$ cat src/rtl/adcseq_pkg.sv
package adcseq_pkg;

    typedef enum logic [2:0] {
        SQ_IDLE  = 3'd0,
        SQ_WAKE  = 3'd1,
        SQ_START = 3'd2,
        SQ_CONV  = 3'd3,
        SQ_DONE  = 3'd4,
        SQ_SLEEP = 3'd5
    } seq_state_e;

    typedef struct packed {
        logic line;
        logic busy;
        logic strobe;
    } ctl_out_t;

    // Nanoseconds to clock cycles, rounded up.
    function automatic int unsigned ns_to_cyc(input int unsigned ns, input int unsigned mhz);
        return (ns * mhz + 999) / 1000;
    endfunction

    function automatic int unsigned umax(input int unsigned a, input int unsigned b);
        return (a > b) ? a : b;
    endfunction

    function automatic int unsigned umin(input int unsigned a, input int unsigned b);
        return (a < b) ? a : b;
    endfunction

    function automatic logic is_active(input seq_state_e s);
        return (s == SQ_WAKE) || (s == SQ_START) || (s == SQ_CONV);
    endfunction

endpackage

$ cat src/rtl/adcseq_timing.sv
module adcseq_timing
    import adcseq_pkg::*;
#(
    parameter int unsigned CNT_W  = 16,
    parameter int unsigned HI_EXT = 2,
    parameter int unsigned ST_EXT = 2,
    parameter int unsigned HI_INT = 8,
    parameter int unsigned CONV   = 2
) (
    input  logic             ref_int,
    output logic [CNT_W-1:0] hi_end,
    output logic [CNT_W-1:0] st_end,
    output logic [CNT_W-1:0] cv_end,
    output logic             has_start
);
    // Last elapsed-count value of each phase, one set per reference variant.
    localparam int unsigned E_HI_END = HI_EXT - 1;
    localparam int unsigned E_ST_END = HI_EXT + ST_EXT - 1;
    localparam int unsigned E_CV_END = HI_EXT + ST_EXT + CONV - 1;
    localparam int unsigned I_HI_END = HI_INT - 1;
    localparam int unsigned I_CV_END = HI_INT + CONV - 1;

    generate
        if (ST_EXT == 0) begin : g_no_ext_start
            assign has_start = 1'b0;
        end else begin : g_ext_start
            assign has_start = !ref_int;
        end
    endgenerate

    always_comb begin
        if (ref_int) begin
            hi_end = CNT_W'(I_HI_END);
            st_end = CNT_W'(I_HI_END);
            cv_end = CNT_W'(I_CV_END);
        end else begin
            hi_end = CNT_W'(E_HI_END);
            st_end = CNT_W'(E_ST_END);
            cv_end = CNT_W'(E_CV_END);
        end
    end

endmodule

$ cat src/rtl/adcseq_fsm.sv
module adcseq_fsm
    import adcseq_pkg::*;
#(
    parameter int unsigned CNT_W = 16,
    parameter int unsigned PER_W = 16
) (
    input  logic             clk,
    input  logic             rst,
    input  logic             en,
    input  logic             ref_in,
    input  logic [PER_W-1:0] per_in,
    input  logic [CNT_W-1:0] hi_end,
    input  logic [CNT_W-1:0] st_end,
    input  logic [CNT_W-1:0] cv_end,
    input  logic             has_start,
    output seq_state_e       state_n,
    output logic             ref_q
);
    seq_state_e       state;
    logic [CNT_W-1:0] elapsed;
    logic [PER_W-1:0] per_q;
    logic [CNT_W:0]   elapsed_p1;
    logic             per_reached;
    logic             new_cycle;

    assign elapsed_p1  = {1'b0, elapsed} + 1'b1;
    assign per_reached = elapsed_p1 >= (CNT_W + 1)'(per_q);
    assign new_cycle   = (state_n == SQ_WAKE) && (state != SQ_WAKE);

    always_comb begin
        state_n = state;
        unique case (state)
            SQ_IDLE: begin
                if (en) state_n = SQ_WAKE;
            end
            SQ_WAKE: begin
                if (elapsed == hi_end) state_n = has_start ? SQ_START : SQ_CONV;
            end
            SQ_START: begin
                if (elapsed == st_end) state_n = SQ_CONV;
            end
            SQ_CONV: begin
                if (elapsed == cv_end) state_n = SQ_DONE;
            end
            SQ_DONE, SQ_SLEEP: begin
                if (!en)              state_n = SQ_IDLE;
                else if (per_reached) state_n = SQ_WAKE;
                else                  state_n = SQ_SLEEP;
            end
            default: state_n = SQ_IDLE;
        endcase
    end

    always_ff @(posedge clk) begin
        if (rst) begin
            state   <= SQ_IDLE;
            elapsed <= '0;
            per_q   <= '0;
            ref_q   <= 1'b0;
        end else begin
            state <= state_n;
            if (new_cycle) begin
                elapsed <= '0;
                per_q   <= per_in;
                ref_q   <= ref_in;
            end else if (state_n == SQ_IDLE) begin
                elapsed <= '0;
            end else begin
                elapsed <= elapsed_p1[CNT_W-1:0];
            end
        end
    end

endmodule

$ cat src/rtl/adcseq_outreg.sv
module adcseq_outreg
    import adcseq_pkg::*;
(
    input  logic       clk,
    input  logic       rst,
    input  seq_state_e state_n,
    output ctl_out_t   ctl
);
    ctl_out_t ctl_n;

    always_comb begin
        ctl_n.line   = (state_n == SQ_WAKE);
        ctl_n.busy   = is_active(state_n);
        ctl_n.strobe = (state_n == SQ_DONE);
    end

    // Every output leaves a flop, so the control line cannot glitch.
    always_ff @(posedge clk) begin
        if (rst) ctl <= '0;
        else     ctl <= ctl_n;
    end

endmodule

$ cat src/rtl/adc_pwr_seq.sv
module adc_pwr_seq
    import adcseq_pkg::*;
#(
    parameter int unsigned CLK_MHZ      = 250,
    parameter int unsigned WAKE_EXT_NS  = 1000,
    parameter int unsigned WAKE_INT_NS  = 25000,
    parameter int unsigned PULSE_EXT_NS = 300,
    parameter int unsigned CONV_NS      = 420,
    parameter int unsigned PER_W        = 16
) (
    input  logic             clk,
    input  logic             rst,
    input  logic             en,
    input  logic             ref_onchip,
    input  logic [PER_W-1:0] period,
    output logic             conv_line,
    output logic             busy,
    output logic             sample_stb
);
    localparam int unsigned WAKE_EXT_C = umax(ns_to_cyc(WAKE_EXT_NS, CLK_MHZ), 1);
    localparam int unsigned HI_EXT_C   = umin(umax(ns_to_cyc(PULSE_EXT_NS, CLK_MHZ), 1), WAKE_EXT_C);
    localparam int unsigned ST_EXT_C   = WAKE_EXT_C - HI_EXT_C;
    localparam int unsigned HI_INT_C   = umax(ns_to_cyc(WAKE_INT_NS, CLK_MHZ), 1);
    localparam int unsigned CONV_C     = umax(ns_to_cyc(CONV_NS, CLK_MHZ), 1);
    localparam int unsigned ACT_MAX    = umax(WAKE_EXT_C, HI_INT_C) + CONV_C + 1;
    localparam int unsigned CNT_W      = umax(PER_W, $clog2(ACT_MAX + 1));

    logic [CNT_W-1:0] hi_end, st_end, cv_end;
    logic             has_start;
    logic             ref_q;
    seq_state_e       state_n;
    ctl_out_t         ctl;

    adcseq_timing #(
        .CNT_W (CNT_W),
        .HI_EXT(HI_EXT_C),
        .ST_EXT(ST_EXT_C),
        .HI_INT(HI_INT_C),
        .CONV  (CONV_C)
    ) u_timing (
        .ref_int  (ref_q),
        .hi_end   (hi_end),
        .st_end   (st_end),
        .cv_end   (cv_end),
        .has_start(has_start)
    );

    adcseq_fsm #(
        .CNT_W(CNT_W),
        .PER_W(PER_W)
    ) u_fsm (
        .clk      (clk),
        .rst      (rst),
        .en       (en),
        .ref_in   (ref_onchip),
        .per_in   (period),
        .hi_end   (hi_end),
        .st_end   (st_end),
        .cv_end   (cv_end),
        .has_start(has_start),
        .state_n  (state_n),
        .ref_q    (ref_q)
    );

    adcseq_outreg u_out (
        .clk    (clk),
        .rst    (rst),
        .state_n(state_n),
        .ctl    (ctl)
    );

    assign conv_line  = ctl.line;
    assign busy       = ctl.busy;
    assign sample_stb = ctl.strobe;

endmodule

$ cat config.mk
export PLATFORM = sky130hd
export DESIGN_NAME = adc_pwr_seq
export DESIGN_NICKNAME = d
export VERILOG_FILES = /design/src/rtl/adcseq_pkg.sv /design/src/rtl/adcseq_timing.sv /design/src/rtl/adcseq_fsm.sv /design/src/rtl/adcseq_outreg.sv /design/src/rtl/adc_pwr_seq.sv
export SDC_FILE = /design/constraint.sdc
export NUM_CORES = 1
export LEC_CHECK = 0
export BUFFER_PORTS_ARGS = -buffer_cell sky130_fd_sc_hd__buf_2
export CAP_MARGIN = 20
export CORE_MARGIN = 2
export CORE_UTILIZATION = 55
export CTS_CLUSTER_DIAMETER = 100
export DETAILED_ROUTE_END_ITERATION = 8
export GPL_ROUTABILITY_DRIVEN = 0
export GPL_TIMING_DRIVEN = 0
export PLACE_DENSITY = 0.79
export SYNTH_ARGS = -nofsm -noshare
export SYNTH_HDL_FRONTEND = slang
export SYNTH_SLANG_ARGS = --single-unit
$ cat constraint.sdc
create_clock -name clk -period 4.38 [get_ports clk]
set_input_delay 0.657 -clock clk [delete_from_list [all_inputs] [get_ports clk]]
set_output_delay 0.657 -clock clk [all_outputs]
set_load 0.03 [all_outputs]
After elaboration in Yosys (flattened, before gate mapping)
Index checks and enable logic that the tools add are counted. W data, S select, Z words.

Equal/unequal tests: 13. Reduce and logical (&&, ||, !) cells: 7. $lt $le $gt $ge: 1. Add/subtract/negate cells: 1. Mux-type cells: 11.

Operators by type and width (number): $eq A16 B13 Y1 (3); $mux W13 (3); $mux W3 (6); $add A16 B1 Y17 const B (1); $ge A17 B16 Y1 (1); $pmux W3 S5 (1); $eq A3 B2 Y1 const B (4); $eq A3 B3 Y1 const B (3); $eq A3 B1 Y1 const B (2); $logic_not A3 Y1 (2); $ne A3 B1 Y1 const B (1); $reduce_or A3 Y1 (1); $logic_or A1 B1 Y1 (2); $reduce_or A2 Y1 (1); $logic_and A1 B1 Y1 (1); $mux W1 (1).

Word-level logic and storage cells: 40. Input port bits: 20. Flip-flop bits (word level): 39. Output and inout port bits: 3.

Depth between registers and ports, before layout
Depth in word-level cells: 8. Depth in mapped cells: 15.

Modules after synthesis
A second synthesis with hierarchy kept.

Cell total of the unflattened synthesis: 379. Area, all modules: 3153.0 µm².

Modules (own cells, without submodules): adcseq_fsm (seq. area each 720.7 µm², area each 2695.1 µm², instances 1, cells an instance 321); adcseq_timing (seq. area each 0.0 µm², area each 371.6 µm², instances 1, cells an instance 51); adcseq_outreg (seq. area each 60.1 µm², area each 86.3 µm², instances 1, cells an instance 7).

Worst setup path before layout
OpenSTA, ideal clock, no wires.

Path kind: register to register. From: register u_fsm.elapsed[0]. To: register u_out.ctl[0] (netlist name). Data required time: 4.292 ns. Path slack: 1.150 ns. Arrival time: 3.143 ns. Library setup time: 0.088 ns. Path buffers: 3. Cell stages (with the launch flop): 16. Path through: dfxtp_1 ha_1 nand4_1 nor4_1 xnor2_1 inv_1 ha_1 nand3_1 nor3_1 and3_1 buf_2 or3_1 buf_6 a2bb2oi_2 buf_6 nor4_4.

Cells in the longest elaborated chain, start to end: 6. Elaborated cells on any way between the ends: 12.

RTL lines: start, declared (RTL line adcseq_fsm.sv:20) `logic [CNT_W-1:0] elapsed;`; start signal, assigned (RTL line adcseq_fsm.sv:69) `elapsed <= elapsed_p1[CNT_W-1:0];`; $add A16 B1 Y17 (RTL line adcseq_fsm.sv:26) `assign elapsed_p1 = {1'b0, elapsed} + 1'b1;`; named net u_fsm.elapsed_p1[14] (RTL line adcseq_fsm.sv:22) `logic [CNT_W:0] elapsed_p1;`; $ge A17 B16 Y1 (RTL line adcseq_fsm.sv:27) `assign per_reached = elapsed_p1 >= (CNT_W + 1)'(per_q);`; $mux W3 (RTL line adcseq_fsm.sv:47) `else if (per_reached) state_n = SQ_WAKE;`; $mux W3 (RTL line adcseq_fsm.sv:46) `if (!en) state_n = SQ_IDLE;`; $pmux W3 S5 (RTL line adcseq_fsm.sv:32) `unique case (state)`; $eq A3 B3 Y1 (RTL line adcseq_outreg.sv:14) `ctl_n.strobe = (state_n == SQ_DONE);`.

The timed path passes the listed nets, and every way through them passes these cells. A chain may end at the register's enable or synchronous reset.

Worst setup path after layout
From: register u_fsm.elapsed[0]. To: register u_fsm.ref_q.

Cells in the longest elaborated chain, start to end: 7. Elaborated cells on any way between the ends: 13.

RTL lines: $add A16 B1 Y17 (RTL line adcseq_fsm.sv:26); named net u_fsm.elapsed_p1[14] (RTL line adcseq_fsm.sv:22); $ge A17 B16 Y1 (RTL line adcseq_fsm.sv:27); $mux W3 (RTL line adcseq_fsm.sv:47); $mux W3 (RTL line adcseq_fsm.sv:46); $pmux W3 S5 (RTL line adcseq_fsm.sv:32); $eq A3 B1 Y1 (RTL line adcseq_fsm.sv:28) `assign new_cycle = (state_n == SQ_WAKE) && (state != SQ_WAKE);`; $logic_and A1 B1 Y1 (RTL line adcseq_fsm.sv:28); end signal, assigned (RTL line adcseq_fsm.sv:65) `ref_q <= ref_in;`; end, declared (RTL line adcseq_fsm.sv:17) `output logic ref_q`.

The timed path passes the listed nets, and every way through them passes these cells.

==> flow_summary.toml <==
[outcome]
status = "finished, final reports clean"

[sta]
fmax_mhz = 262
fin_ws_ns = 0.569
fin_tns_setup_ns = 0
grt_setup_unrepaired = "false"
fin_crit_ns = 3.81
max_slew.worst_pin.slew_ns = 0.756
skew_ns = 0.0105
setup_violations = 0
hold_viol = 0
fin_crit_sh_pct = 87.0
slew_viol_final = 0
slew_headroom_pct = 49.1

[synth]
synth_flop_cell = "dfxtp_1"
netlist_area_mm2 = 0.00271
syn-num-nets = 364
ys_warn_count = 0
ys_types = 56
ys_seq_area_share_pct = 28.8
ys_async_sr_fraction_pct = 0
synth-edff-count = 0
ys_ff_latch = 39
synth_area_per_cell_um2 = 8.35
syn_inst = 325

[clock_network]
htree_num_levels = 2
cts-root-buf = "clkbuf_8"
cts_resized = 0
clockBufferDepth = 2
cts_hold_buf = 0
clk_pin_slew_worst_paths_ns = 0.08
worstSkewPairLatency_ns = 0.30
cts_tree = "built"
post_cts_buffers = 0
numCtsBuffers = 5
clock_sinks = 39

[critical_path]
crit_chain = "ha_1 > nand4_1 > nor4_1 > xnor2_1 > inv_1 > ha_1 > nand3_1 > nor3_1 > and3_1 > buf_2 > or3_1 > buf_6 > clkbuf_1 > o211ai_1 > a21oi_1"
reg2reg_slack_ns = 0.57
rr_startpoint = "u_fsm.elapsed[0]"
cp_top_family = "simple AND/OR/NAND/NOR gates"
cpMaxStageDelayCell = "dfxtp_1"
path_buf_inv = 4
setup.worst_path.class = "flip-flop to flip-flop"
cp.arrival_ns = 4.04
path_max_fanout = 10
start_kind = "flip-flop"
crit_required_ns = 4.61
rr_endpoint = "u_fsm.ref_q"
crit_top_cell = "ha_1"
slowest_delay_ns = 0.49
r2r_cells = 15
worst_setup_path_end_kind = "flip-flop"

[min_path]
hold_end = "u_fsm.per_q[4]"
min_path_type = "flip-flop to flip-flop"
hp-start = "u_fsm.per_q[4]"
min_path_cells = 2

[global_routing]
grt_usage_pct = 25.9
grt_pass1_wl_um = 10900
grt_antenna_before_repair = 0
grt_pass1_vias = 2336
grt_max_degree = 13
overflow = 0

[power]
vdd_drop_max_v = 0.000197
cellLeakagePower_nw = 1.11
power_density_mw_per_mm2 = 259

[finish]
fin_nets = 393
drive_gt1_share_pct = 14.6
ff_latch_area_um2 = 781
mostFrequentLayoutCells = "dfxtp_1, inv_1, buf_2"
layout_commonest_cell = "dfxtp_1"
fillCellCount = 413
diodes = 0
syn2layout_area_growth_pct = 11.0
multi_input_area_mm2 = 0.00167

[routing]
vias = 2554
viasPerCell = 6.05
wl_per_cell_um = 15.3
final_antenna_net_count = 0
drt-pass1-iter-count = 5
drt_iter0_drc = 219
wirelength_um = 6440
drcViolationCount = 0

[floorplanning]
fp.dieArea_mm2 = 0.00551
core_area_mm2 = 0.00475
start_util_pct = 57.1
rows = 25
die_w_um = 74.2
fp.dieH_um = 74.2
io_pins = 23

[placed_design]
place_ws_ns = 0.598
portBuffers = 22
dp_hpwl_um = 4790

[job]
maxCapViolCount = 0
cells in the mapped netlist (2+ instances only):
cell        n  area share (%)
buf_2       5            0.92
a21oi_1    22             4.1
o2111ai_1   2            0.65
buf_6       5             2.1
dfxtp_1    39              29
nor2b_1     2            0.46
nand2_1    19             2.6
clkbuf_1   15             2.1
xnor2_1    11             3.5
nor3b_1     2            0.55
ha_1       19             8.8
nor2_1     10             1.4
o22ai_1     3            0.69
o31ai_1     5             1.4
buf_1       2            0.28
o32ai_1     8             2.6
o211ai_1   21             5.8
o21ai_0     3            0.55
nand4_1     4            0.92
nor4b_1     5             1.6
a22oi_1    17             4.7
or3_1       5             1.2
xor2_1      3            0.97
o21a_1      2            0.55
nand2b_1    4            0.92
inv_1      30             4.1
and3_1      2            0.46
nand3_1    10             1.8
nor4_1     18             4.1
nor3_1      6             1.1
through the flow:
step	power, W	hold WS [ns]	instance area (µm²)	std cells	util (%)
floorplan	0.000472	0.533	2710	325	-
global placement	0.000505	0.546	2910	414	61.2
detailed placement	0.000509	0.559	2910	414	61.2
CTS	0.000784	0.576	3010	422	63.3
global route	0.000821	0.603	3010	422	63.3
finish	0.000779	0.571	3010	422	63.3
flip-flops by register name, summed over array words and instances, names as in the netlist:
name           flops
u_out.ctl          3
u_fsm.elapsed     16
u_fsm.per_q       16
u_fsm.state        3
u_fsm.ref_q        1
power by group:
group | internal (W) | switching (W) | leakage, nW
sequential | 0.000367 | 0.00000766 | 0.318
combinational | 0.0000456 | 0.0000807 | 0.745
clock | 0.000143 | 0.000135 | 0.0505
cell families after synthesis:
group                      after synthesis  share of synthesized area (%)
DFF                                     39                           28.8
buffers and inverters                   59                           9.82
and+or+nand+nor                         99                           22.1
muxes                                    1                          0.369
xor gates and xnor gates                14                           4.52
AOI/OAI and AO/OA                       94                           25.7
adders and majority gates               19                           8.76
final cells by class:
| type | instances | area share [%] |
|---|---|---|
| inverters | 31 | 3.86 |
| well taps | 67 | 2.78 |
| clock inverters | 1 | 0.249 |
| clock buffers | 7 | 3.20 |
| multi-input cells | 227 | 55.3 |
| repair buffers | 22 | 3.66 |
| flip-flops and latches | 39 | 25.9 |
| plain buffers | 28 | 4.99 |
tightest hold or removal path: stages, from the launching register on:
cell and delay, ns:
dfxtp_1 0.33, a22oi_1 0.08, a21oi_1 0.13
how the worst max path moves through the flow:
stage               cells after the start              to  slack [ns]              from
floorplan                              15    u_out.ctl[0]        1.15  u_fsm.elapsed[0]
global placement                       15  u_fsm.per_q[9]        0.67  u_fsm.elapsed[0]
detailed placement                     15     u_fsm.ref_q        0.60  u_fsm.elapsed[0]
CTS                                    15     u_fsm.ref_q        0.57  u_fsm.elapsed[0]
global route                           15     u_fsm.ref_q        0.16  u_fsm.elapsed[0]
finish                                 15     u_fsm.ref_q        0.57  u_fsm.elapsed[0]
routing by layer:
metal | vias up | wire [µm] | track usage [%]
met5 | - | 0 | 0
met4 | 0 | 120 | 9.72
met3 | 12 | 372 | 4.47
met2 | 89 | 3030 | 42.7
met1 | 1182 | 2910 | 34.2
li1 | 1271 | - | -
Power figures use the tool's default switching activity.
